<file path="src/rtl/irq_pkg.sv">
package irq_pkg;
  localparam int NSRC     = 3;
  localparam int SRC_TMR  = 0;
  localparam int SRC_EXT  = 1;
  localparam int SRC_PCHG = 2;
  typedef logic [NSRC-1:0] src_vec_t;
endpackage

</file>
<file path="src/rtl/irq_sync.sv">
module irq_sync #(
  parameter int W       = 1,
  parameter int STAGES  = 2,
  parameter logic RST_V = 1'b0
) (
  input  logic         clk,
  input  logic         rst,
  input  logic [W-1:0] d,
  output logic [W-1:0] q
);
  logic [W-1:0] chain [STAGES];

  always_ff @(posedge clk) begin
    if (rst) begin
      for (int i = 0; i < STAGES; i++) chain[i] <= {W{RST_V}};
    end else begin
      chain[0] <= d;
      for (int i = 1; i < STAGES; i++) chain[i] <= chain[i-1];
    end
  end

  assign q = chain[STAGES-1];
endmodule

</file>
<file path="src/rtl/irq_src_detect.sv">
module irq_src_detect
  import irq_pkg::*;
#(
  parameter int PORT_W      = 6,
  parameter int SYNC_STAGES = 2
) (
  input  logic              clk,
  input  logic              rst,
  input  logic              ext_pin,
  input  logic              tmr_ovf,
  input  logic [PORT_W-1:0] port_in,
  input  logic              sleep,
  output src_vec_t          hw_set,
  output logic              pin_chg
);
  logic              ext_s, ext_prev;
  logic [PORT_W-1:0] port_s, snap;
  logic              sleep_d;

  irq_sync #(.W(1), .STAGES(SYNC_STAGES), .RST_V(1'b1)) u_ext_sync (
    .clk(clk), .rst(rst), .d(ext_pin), .q(ext_s));

  irq_sync #(.W(PORT_W), .STAGES(SYNC_STAGES), .RST_V(1'b0)) u_port_sync (
    .clk(clk), .rst(rst), .d(port_in), .q(port_s));

  always_ff @(posedge clk) begin
    if (rst) begin
      ext_prev <= 1'b1;
      sleep_d  <= 1'b0;
      snap     <= '0;
    end else begin
      ext_prev <= ext_s;
      sleep_d  <= sleep;
      if (sleep && !sleep_d) snap <= port_s;
    end
  end

  always_comb begin
    pin_chg            = sleep && sleep_d && (port_s != snap);
    hw_set             = '0;
    hw_set[SRC_TMR]    = tmr_ovf;
    hw_set[SRC_EXT]    = ext_prev && !ext_s;
    hw_set[SRC_PCHG]   = pin_chg;
  end
endmodule

</file>
<file path="src/rtl/irq_flag_reg.sv">
module irq_flag_reg
  import irq_pkg::*;
(
  input  logic     clk,
  input  logic     rst,
  input  src_vec_t hw_set,
  input  logic     flag_wr,
  input  src_vec_t flag_wdata,
  input  logic     mask_wr,
  input  src_vec_t mask_wdata,
  output src_vec_t flag_q,
  output src_vec_t mask_q,
  output src_vec_t rd_q
);
  src_vec_t keep;

  always_comb keep = flag_wr ? flag_wdata : {NSRC{1'b1}};

  always_ff @(posedge clk) begin
    if (rst) begin
      flag_q <= '0;
      mask_q <= '0;
      rd_q   <= '0;
    end else begin
      flag_q <= (flag_q & keep) | hw_set;
      if (mask_wr) mask_q <= mask_wdata;
      rd_q   <= flag_q & mask_q;
    end
  end
endmodule

</file>
<file path="src/rtl/irq_gie_ctl.sv">
module irq_gie_ctl
  import irq_pkg::*;
(
  input  logic     clk,
  input  logic     rst,
  input  logic     en_stb,
  input  logic     ret_stb,
  input  logic     dis_stb,
  input  logic     irq_ack,
  input  logic     sleep,
  input  logic     pin_chg,
  input  src_vec_t flag_q,
  input  src_vec_t mask_q,
  output logic     gie_q,
  output logic     irq_q,
  output logic     wake_q
);
  logic pend;

  always_comb pend = |(flag_q & mask_q);

  always_ff @(posedge clk) begin
    if (rst) begin
      gie_q  <= 1'b0;
      irq_q  <= 1'b0;
      wake_q <= 1'b0;
    end else begin
      if (dis_stb || irq_ack)     gie_q <= 1'b0;
      else if (en_stb || ret_stb) gie_q <= 1'b1;
      irq_q  <= gie_q && pend;
      wake_q <= sleep && (pin_chg || pend);
    end
  end
endmodule

</file>
<file path="src/rtl/irq_flag_unit.sv">
module irq_flag_unit
  import irq_pkg::*;
#(
  parameter int PORT_W      = 6,
  parameter int SYNC_STAGES = 2
) (
  input  logic              clk,
  input  logic              rst,
  input  logic              ext_pin,
  input  logic              tmr_ovf,
  input  logic [PORT_W-1:0] port_in,
  input  logic              sleep,
  input  logic              flag_wr,
  input  logic [2:0]        flag_wdata,
  input  logic              mask_wr,
  input  logic [2:0]        mask_wdata,
  input  logic              en_stb,
  input  logic              dis_stb,
  input  logic              ret_stb,
  input  logic              irq_ack,
  output logic [2:0]        flag_rd,
  output logic              gie,
  output logic              irq_req,
  output logic              wake
);
  src_vec_t hw_set, flag_q, mask_q, rd_q;
  logic     pin_chg, gie_q, irq_q, wake_q;

  irq_src_detect #(.PORT_W(PORT_W), .SYNC_STAGES(SYNC_STAGES)) u_det (
    .clk(clk), .rst(rst), .ext_pin(ext_pin), .tmr_ovf(tmr_ovf),
    .port_in(port_in), .sleep(sleep), .hw_set(hw_set), .pin_chg(pin_chg));

  irq_flag_reg u_flags (
    .clk(clk), .rst(rst), .hw_set(hw_set), .flag_wr(flag_wr),
    .flag_wdata(flag_wdata), .mask_wr(mask_wr), .mask_wdata(mask_wdata),
    .flag_q(flag_q), .mask_q(mask_q), .rd_q(rd_q));

  irq_gie_ctl u_ctl (
    .clk(clk), .rst(rst), .en_stb(en_stb), .ret_stb(ret_stb),
    .dis_stb(dis_stb), .irq_ack(irq_ack), .sleep(sleep), .pin_chg(pin_chg),
    .flag_q(flag_q), .mask_q(mask_q), .gie_q(gie_q), .irq_q(irq_q),
    .wake_q(wake_q));

  assign flag_rd = rd_q;
  assign gie     = gie_q;
  assign irq_req = irq_q;
  assign wake    = wake_q;
endmodule

</file>
<file path="config.mk">
export PLATFORM = sky130hd
export DESIGN_NAME = irq_flag_unit
export DESIGN_NICKNAME = d
export VERILOG_FILES = /design/src/rtl/irq_pkg.sv /design/src/rtl/irq_sync.sv /design/src/rtl/irq_src_detect.sv /design/src/rtl/irq_flag_reg.sv /design/src/rtl/irq_gie_ctl.sv /design/src/rtl/irq_flag_unit.sv
export SDC_FILE = /design/constraint.sdc
export NUM_CORES = 1
export LEC_CHECK = 0
export BUFFER_PORTS_ARGS = -buffer_cell sky130_fd_sc_hd__buf_2
export CAP_MARGIN = 20
export CORE_ASPECT_RATIO = 1.75
export CORE_MARGIN = 3
export CORE_UTILIZATION = 46
export CTS_CLUSTER_SIZE = 25
export DETAILED_ROUTE_END_ITERATION = 12
export PLACE_DENSITY = 0.79
export SLEW_MARGIN = 20
export SYNTH_ARGS = -nofsm -noshare
export SYNTH_HDL_FRONTEND = slang
export SYNTH_HIERARCHICAL = 1
export SYNTH_SLANG_ARGS = --single-unit
</file>
<file path="constraint.sdc">
create_clock -name clk -period 2 [get_ports clk]
set_clock_uncertainty 0.05 [all_clocks]
set_input_delay 0.4 -clock clk [delete_from_list [all_inputs] [get_ports clk]]
set_output_delay 0.4 -clock clk [all_outputs]
set_load 0.02 [all_outputs]
</file>
== Yosys cells after proc, flatten, opt, wreduce, memory -nomap -nowiden ==
Memories as Yosys holds them, arrays and structs flattened.
Cells that the tools add are included.

* Memories: 2
* Register bits after elaboration: 20
* Output and inout bits: 6
* Bits in latches: 0
* ROM bits: 0
* Input bits: 23
* Memory bits (writable): 14
* Logic and storage cells: 40

* $lt $le $gt $ge: 0
* Div/mod/pow operators: 0
* Shift operators: 0
* Add/sub/neg operators: 0
* Reductions and logical operators: 13
* $mul: 0
* Bitwise operators: 7
* Equality and inequality tests: 1
* Multiplexer cells: 8

{| class="wikitable"
|+ Memories
! memory !! words !! bits a word !! rd ports !! clocked after Yosys merged registers in !! wr ports !! RTL line !! text
|-
| u_det.u_port_sync.chain || 2 || 6 || 2 || 0 || 2 || irq_sync.sv:11 || <nowiki>logic [W-1:0] chain [STAGES];</nowiki>
|-
| u_det.u_ext_sync.chain || 2 || 1 || 2 || 0 || 2 || irq_sync.sv:11 ||
|}

{| class="wikitable"
|+ Operators with widths
! kind !! count
|-
| 6-bit 2-to-1 mux || 2
|-
| 3-bit AND || 2
|-
| 1-bit logical AND || 6
|-
| 6-bit inequality test || 1
|-
| 1-bit 2-to-1 mux || 5
|-
| 1-bit bitwise OR || 4
|-
| 1-bit logical OR || 3
|-
| 3-bit 2-to-1 mux || 1
|-
| 3-bit bitwise OR || 1
|-
| 3-bit OR reduction || 1
|-
| 1-bit logical NOT || 2
|-
| 2-bit OR reduction || 1
|}

== Depth between registers and ports, before layout ==
* Word-level depth: 4
* Gate-level depth with buffers: 7
* Depth with buffers taken out: 5

== By module ==
Netlist, hierarchy kept.

{| class="wikitable"
|+ Modules (own cells, without submodules)
! module !! instances !! cells each !! area each (µm²)
|-
| irq_sync at u_det.u_port_sync || 1 || 31 || 411.6
|-
| irq_src_detect || 1 || 36 || 365.4
|-
| irq_flag_reg || 1 || 31 || 304.0
|-
| irq_gie_ctl || 1 || 10 || 103.8
|-
| irq_sync at u_det.u_ext_sync || 1 || 4 || 52.6
|}

== Worst setup path after synthesis ==
OpenSTA, ideal clock, no wires.

* Kind: reg-to-reg
* Start: memory u_det/u_port_sync/chain[0][6] (netlist name)
* End: register u_flags.flag_q[2]
* Library setup time: 0.120 ns
* Data required time: 1.830 ns
* Cell stages (with the launch flop): 8
* Slack: 0.568 ns
* Period minus slack after synthesis: 1.432 ns
* Data arrival time: 1.262 ns
* Path buffers: 2
* Cell sequence: dfxtp_1 buf_4 xor2_1 nor4_1 a31oi_1 buf_4 nor3b_1 nor3_1

{| class="wikitable"
|+ RTL lines
! item !! RTL line !! text
|-
| start, declared || irq_sync.sv:11 ||
|-
| end signal, assigned || irq_flag_reg.sv:25 || <nowiki>flag_q <= (flag_q & keep) | hw_set;</nowiki>
|-
| end, declared || irq_flag_reg.sv:11 || <nowiki>output src_vec_t flag_q,</nowiki>
|}

== Final worst setup path ==
* Start: register u_det.snap[0]
* End: register u_flags.flag_q[2]

* Cells in the longest elaborated chain, start to end: 3

{| class="wikitable"
|+ RTL lines
! item !! RTL line !! text
|-
| start, declared || irq_src_detect.sv:17 || <nowiki>logic [PORT_W-1:0] port_s, snap;</nowiki>
|-
| start signal, assigned || irq_src_detect.sv:34 || <nowiki>if (sleep && !sleep_d) snap <= port_s;</nowiki>
|-
| 6-bit inequality test || irq_src_detect.sv:39 || <nowiki>pin_chg = sleep && sleep_d && (port_s != snap);</nowiki>
|-
| 1-bit logical AND || irq_src_detect.sv:39 ||
|-
| named net pin_chg || irq_flag_unit.sv:27 || <nowiki>logic pin_chg, gie_q, irq_q, wake_q;</nowiki>
|-
| 3-bit bitwise OR || irq_flag_reg.sv:25 ||
|}

The timed path passes the listed nets, and every way through them passes these cells.
A chain may end at the register's enable or synchronous reset.

==> flow_metrics.py <==
metrics = {
    "logic_synthesis": {
        "synthMostInstantiatedCell": "sky130_fd_sc_hd__dfxtp_1",
        "synth_sequential_area_ratio": 0.550,
        "synth-edff-count": 0,
        "yosys.area.top_type": "sky130_fd_sc_hd__dfxtp_1",
        "synth.net_count": 135,
        "syn-instance-count": 112,
        "postSynthRegisterBits": 34,
        "post_synth.cell_area_avg_um2": 11.0,
        "ys_dominant_reg_cell": "sky130_fd_sc_hd__dfxtp_1",
        "yosys-top-cells-count": "34 x sky130_fd_sc_hd__dfxtp_1, 15 x sky130_fd_sc_hd__nor2_1, 9 x sky130_fd_sc_hd__mux2i_1, 9 x sky130_fd_sc_hd__nor2b_2, 8 x sky130_fd_sc_hd__buf_4",
        "syn-cell-area_um2": 1240,
        "number_of_distinct_library_cells_after_synthesis": 22,
        "ffs_w_async_s_r_synth": 0,
        "synth_top_area_frac": 0.550,
        "ys.warnings.count": 6,
        "synth.area.top_cells": "sky130_fd_sc_hd__dfxtp_1 55%, sky130_fd_sc_hd__mux2i_1 7.3%, sky130_fd_sc_hd__nor2b_2 6.4%",
    },
    "cells_and_area": {
        "final_cell_area_um2": 1410,
        "drive_above_1_share": 0.358,
        "area.growth.synth_to_final_pct": 13.8,
        "nNetsFinal": 159,
        "multiInputGateArea_um2": 459,
        "num_antenna_cells": 0,
        "sequential_cell_area_um2": 681,
        "filler_cell_count": 245,
    },
    "critical_path": {
        "path_cells": "xor2_1 > nor4_1 > a31oi_1 > nor3b_1 > nor3_1",
        "regToRegSetupSlack_ns": 0.61,
        "worstSetupStartpointType": "flop",
        "critical_path_required_ns": 2.09,
        "critical_path.top_delay_family": "simple AND/OR/NAND/NOR gates",
        "critPathCaptureType": "flop",
        "timing.critical_path.slowest_stage_cell": "sky130_fd_sc_hd__dfxtp_1",
        "path_buf_inv": 0,
        "rr_worst_depth": 5,
        "arrival_ns": 1.48,
        "worst-path-max-fanout": 3,
        "setup.worst_path.class": "reg -> reg",
        "critical_path_cell_count": 5,
        "timing.critical_path.slowest_cell_delay_ns": 0.32,
    },
    "pwr": {
        "max-vdd-ir-drop_mv": 0.651,
        "switching_share": 0.212,
        "combPwrFrac": 0.070,
        "cell_internal_pwr_mw": 1.03,
        "clockPowerShare": 0.381,
        "net-switching-power_uw": 277,
        "seq_power_share": 0.549,
        "leakagePower_nw": 0.635,
        "cellPowerDensity_nw_per_um2": 929,
    },
    "drt": {
        "vias": 818,
        "detailedRoute.firstIterationViolations": 13,
        "average_via_count_per_standard_cell": 5.02,
        "drcViolationCount": 0,
        "finalWirelength_mm": 1.85,
        "drt_pass1_iterations": 4,
        "routed_wire_length_per_instance_um": 11.4,
        "detail-route-antenna-nets": 0,
    },
    "placement": {
        "place.port_buffers": 28,
        "gpl.final_weighted_congestion": 0.764,
        "post_place_cell_area_um2": 1320,
        "place.detailed.hpwl_mm": 1.32,
    },
    "grt": {
        "grt_start_max_net_pins": 35,
        "global_route_wire_length_before_repair_mm": 2.94,
        "gr-usage-all-layers": 0.123,
        "residual_overflow_from_global_routing": 0,
        "first_global_vias": 795,
        "initial_antenna_violation_count": 0,
    },
    "die": {
        "die-height_um": 74.6,
        "core_region_area_um2": 2520,
        "floorplan.die_area_um2": 3370,
        "core.rowCount": 24,
        "top_ports": 29,
        "start_util": 0.491,
        "die_width_um": 45.2,
    },
    "timing": {
        "fin_setup_tns_ns": 0,
        "period_share": 0.693,
        "final_hold_viol_count": 0,
        "transition_time_of_the_tightest_slew_check_pin_ns": 0.661,
        "timing.final.max_slew_violations": 0,
        "finalCriticalPeriod_ns": 1.39,
        "slew_headroom": 0.559,
        "final_setup_vio_count": 0,
        "max_freq_mhz": 722,
        "rsz0062_at_grt": "no",
    },
    "clock_network": {
        "cts.path.max_buffers": 2,
        "numClockSinks": 34,
        "tritoncts.num_buffers": 5,
        "h-tree-depth": 2,
        "cts_repair_resize_count": 0,
        "postCtsSetupBuffers": 0,
        "clock_latency_ns": 0.28,
        "clk_transition_reported_paths_ns": 0.07,
        "postCtsHoldBufs": 0,
        "clock-root-buffer": "sky130_fd_sc_hd__clkbuf_8",
        "cts_tree": "done",
    },
    "worst_hold_path": {
        "min-delay-path-class": "in -> reg",
        "worst_hold_path.num_cells": 2,
    },
    "run": {
        "number_of_max_cap_violations": 0,
    },
    "outcome": {
        "run_status": "complete, no violations",
    },
}
[cells in the final DEF (no fill, tap or decap), drive strengths merged]
cell | Yosys | final
a21oi | 1 | 1
a222oi | 1 | 1
a31oi | 1 | 1
and2b | 2 | 2
buf | 11 | 28
clkbuf | 0 | 7
clkinv | 0 | 1
dfxtp | 34 | 34
inv | 1 | 1
mux2i | 9 | 9
nand2 | 4 | 4
nand2b | 1 | 1
nor2 | 15 | 15
nor2b | 13 | 13
nor3 | 4 | 4
nor3b | 4 | 4
nor4 | 2 | 2
or2 | 3 | 3
xnor2 | 2 | 2
xor2 | 4 | 4
[area by class of cell]
type	count	share of cell area
Multi-Input combinational cell	66	0.326
Tap cell	26	0.0231
Sequential cell	34	0.484
Timing Repair Buffer	28	0.0996
Clock inverter	1	0.00356
Inverter	1	0.00267
Clock buffer	7	0.0613
[per-stage QoR]
stage | hold WS (ns) | total power [mW] | std cells | setup WS (ns) | util
after floorplan | 0.333 | 0.801 | 112 | 0.568 | -
after global placement | 0.336 | 0.819 | 155 | 0.595 | 0.522
after detailed placement | 0.344 | 0.825 | 155 | 0.577 | 0.522
after CTS | 0.220 | 1.33 | 163 | 0.562 | 0.558
after global routing | 0.238 | 1.36 | 163 | 0.431 | 0.558
final | 0.231 | 1.31 | 163 | 0.615 | 0.558
[kinds of logic after synthesis]
| kind of cell | Yosys count | share of synthesized area |
|---|---|---|
| compound gates | 3 | 0.0172 |
| xor+xnor | 6 | 0.0425 |
| buf+inv | 12 | 0.0789 |
| flops | 34 | 0.550 |
| mux | 9 | 0.0728 |
| simple gates | 48 | 0.239 |
[state kept, by name (all words and copies together) (netlist names)]
name and flops:
u_flags/rd_q 3, u_flags/flag_q 3, u_ctl/irq_q 1, u_ctl/wake_q 1, u_flags/mask_q 3, u_det/u_port_sync/chain 12
u_det/u_ext_sync/chain 2, u_ctl/gie_q 1, u_det/sleep_d 1, u_det/snap 6, u_det/ext_prev 1
[power by group through the flow]
stage	registers, mW	logic (mW)	clock network (mW)
after floorplan	0.730	0.0712	0
final	0.717	0.0917	0.498
after detailed placement	0.732	0.0922	0
after CTS	0.717	0.0933	0.515
after global placement	0.731	0.0884	0
after global routing	0.720	0.101	0.541
[per-layer routing]
metal  global-route usage  wire (um)
met3               0.0526        189
met5                    0          0
met4                0.107        105
met2                0.211        896
met1                0.102        660
[final timing paths]
path,startpoint,endpoint
worst max-delay path,u_det/snap[0]$_SDFFE_PP0P_,u_flags/flag_q[2]$_SDFF_PP0_
worst min-delay path,irq_ack,u_ctl/gie_q$_SDFFE_PP0P_
worst max register to register,u_det/snap[0]$_SDFFE_PP0P_,u_flags/flag_q[2]$_SDFF_PP0_
worst min register to register,u_det/u_ext_sync/chain[0][0]$_SDFF_PP1_,u_det/u_ext_sync/chain[0][1]$_SDFF_PP1_
(Power assumes the default switching activity.)
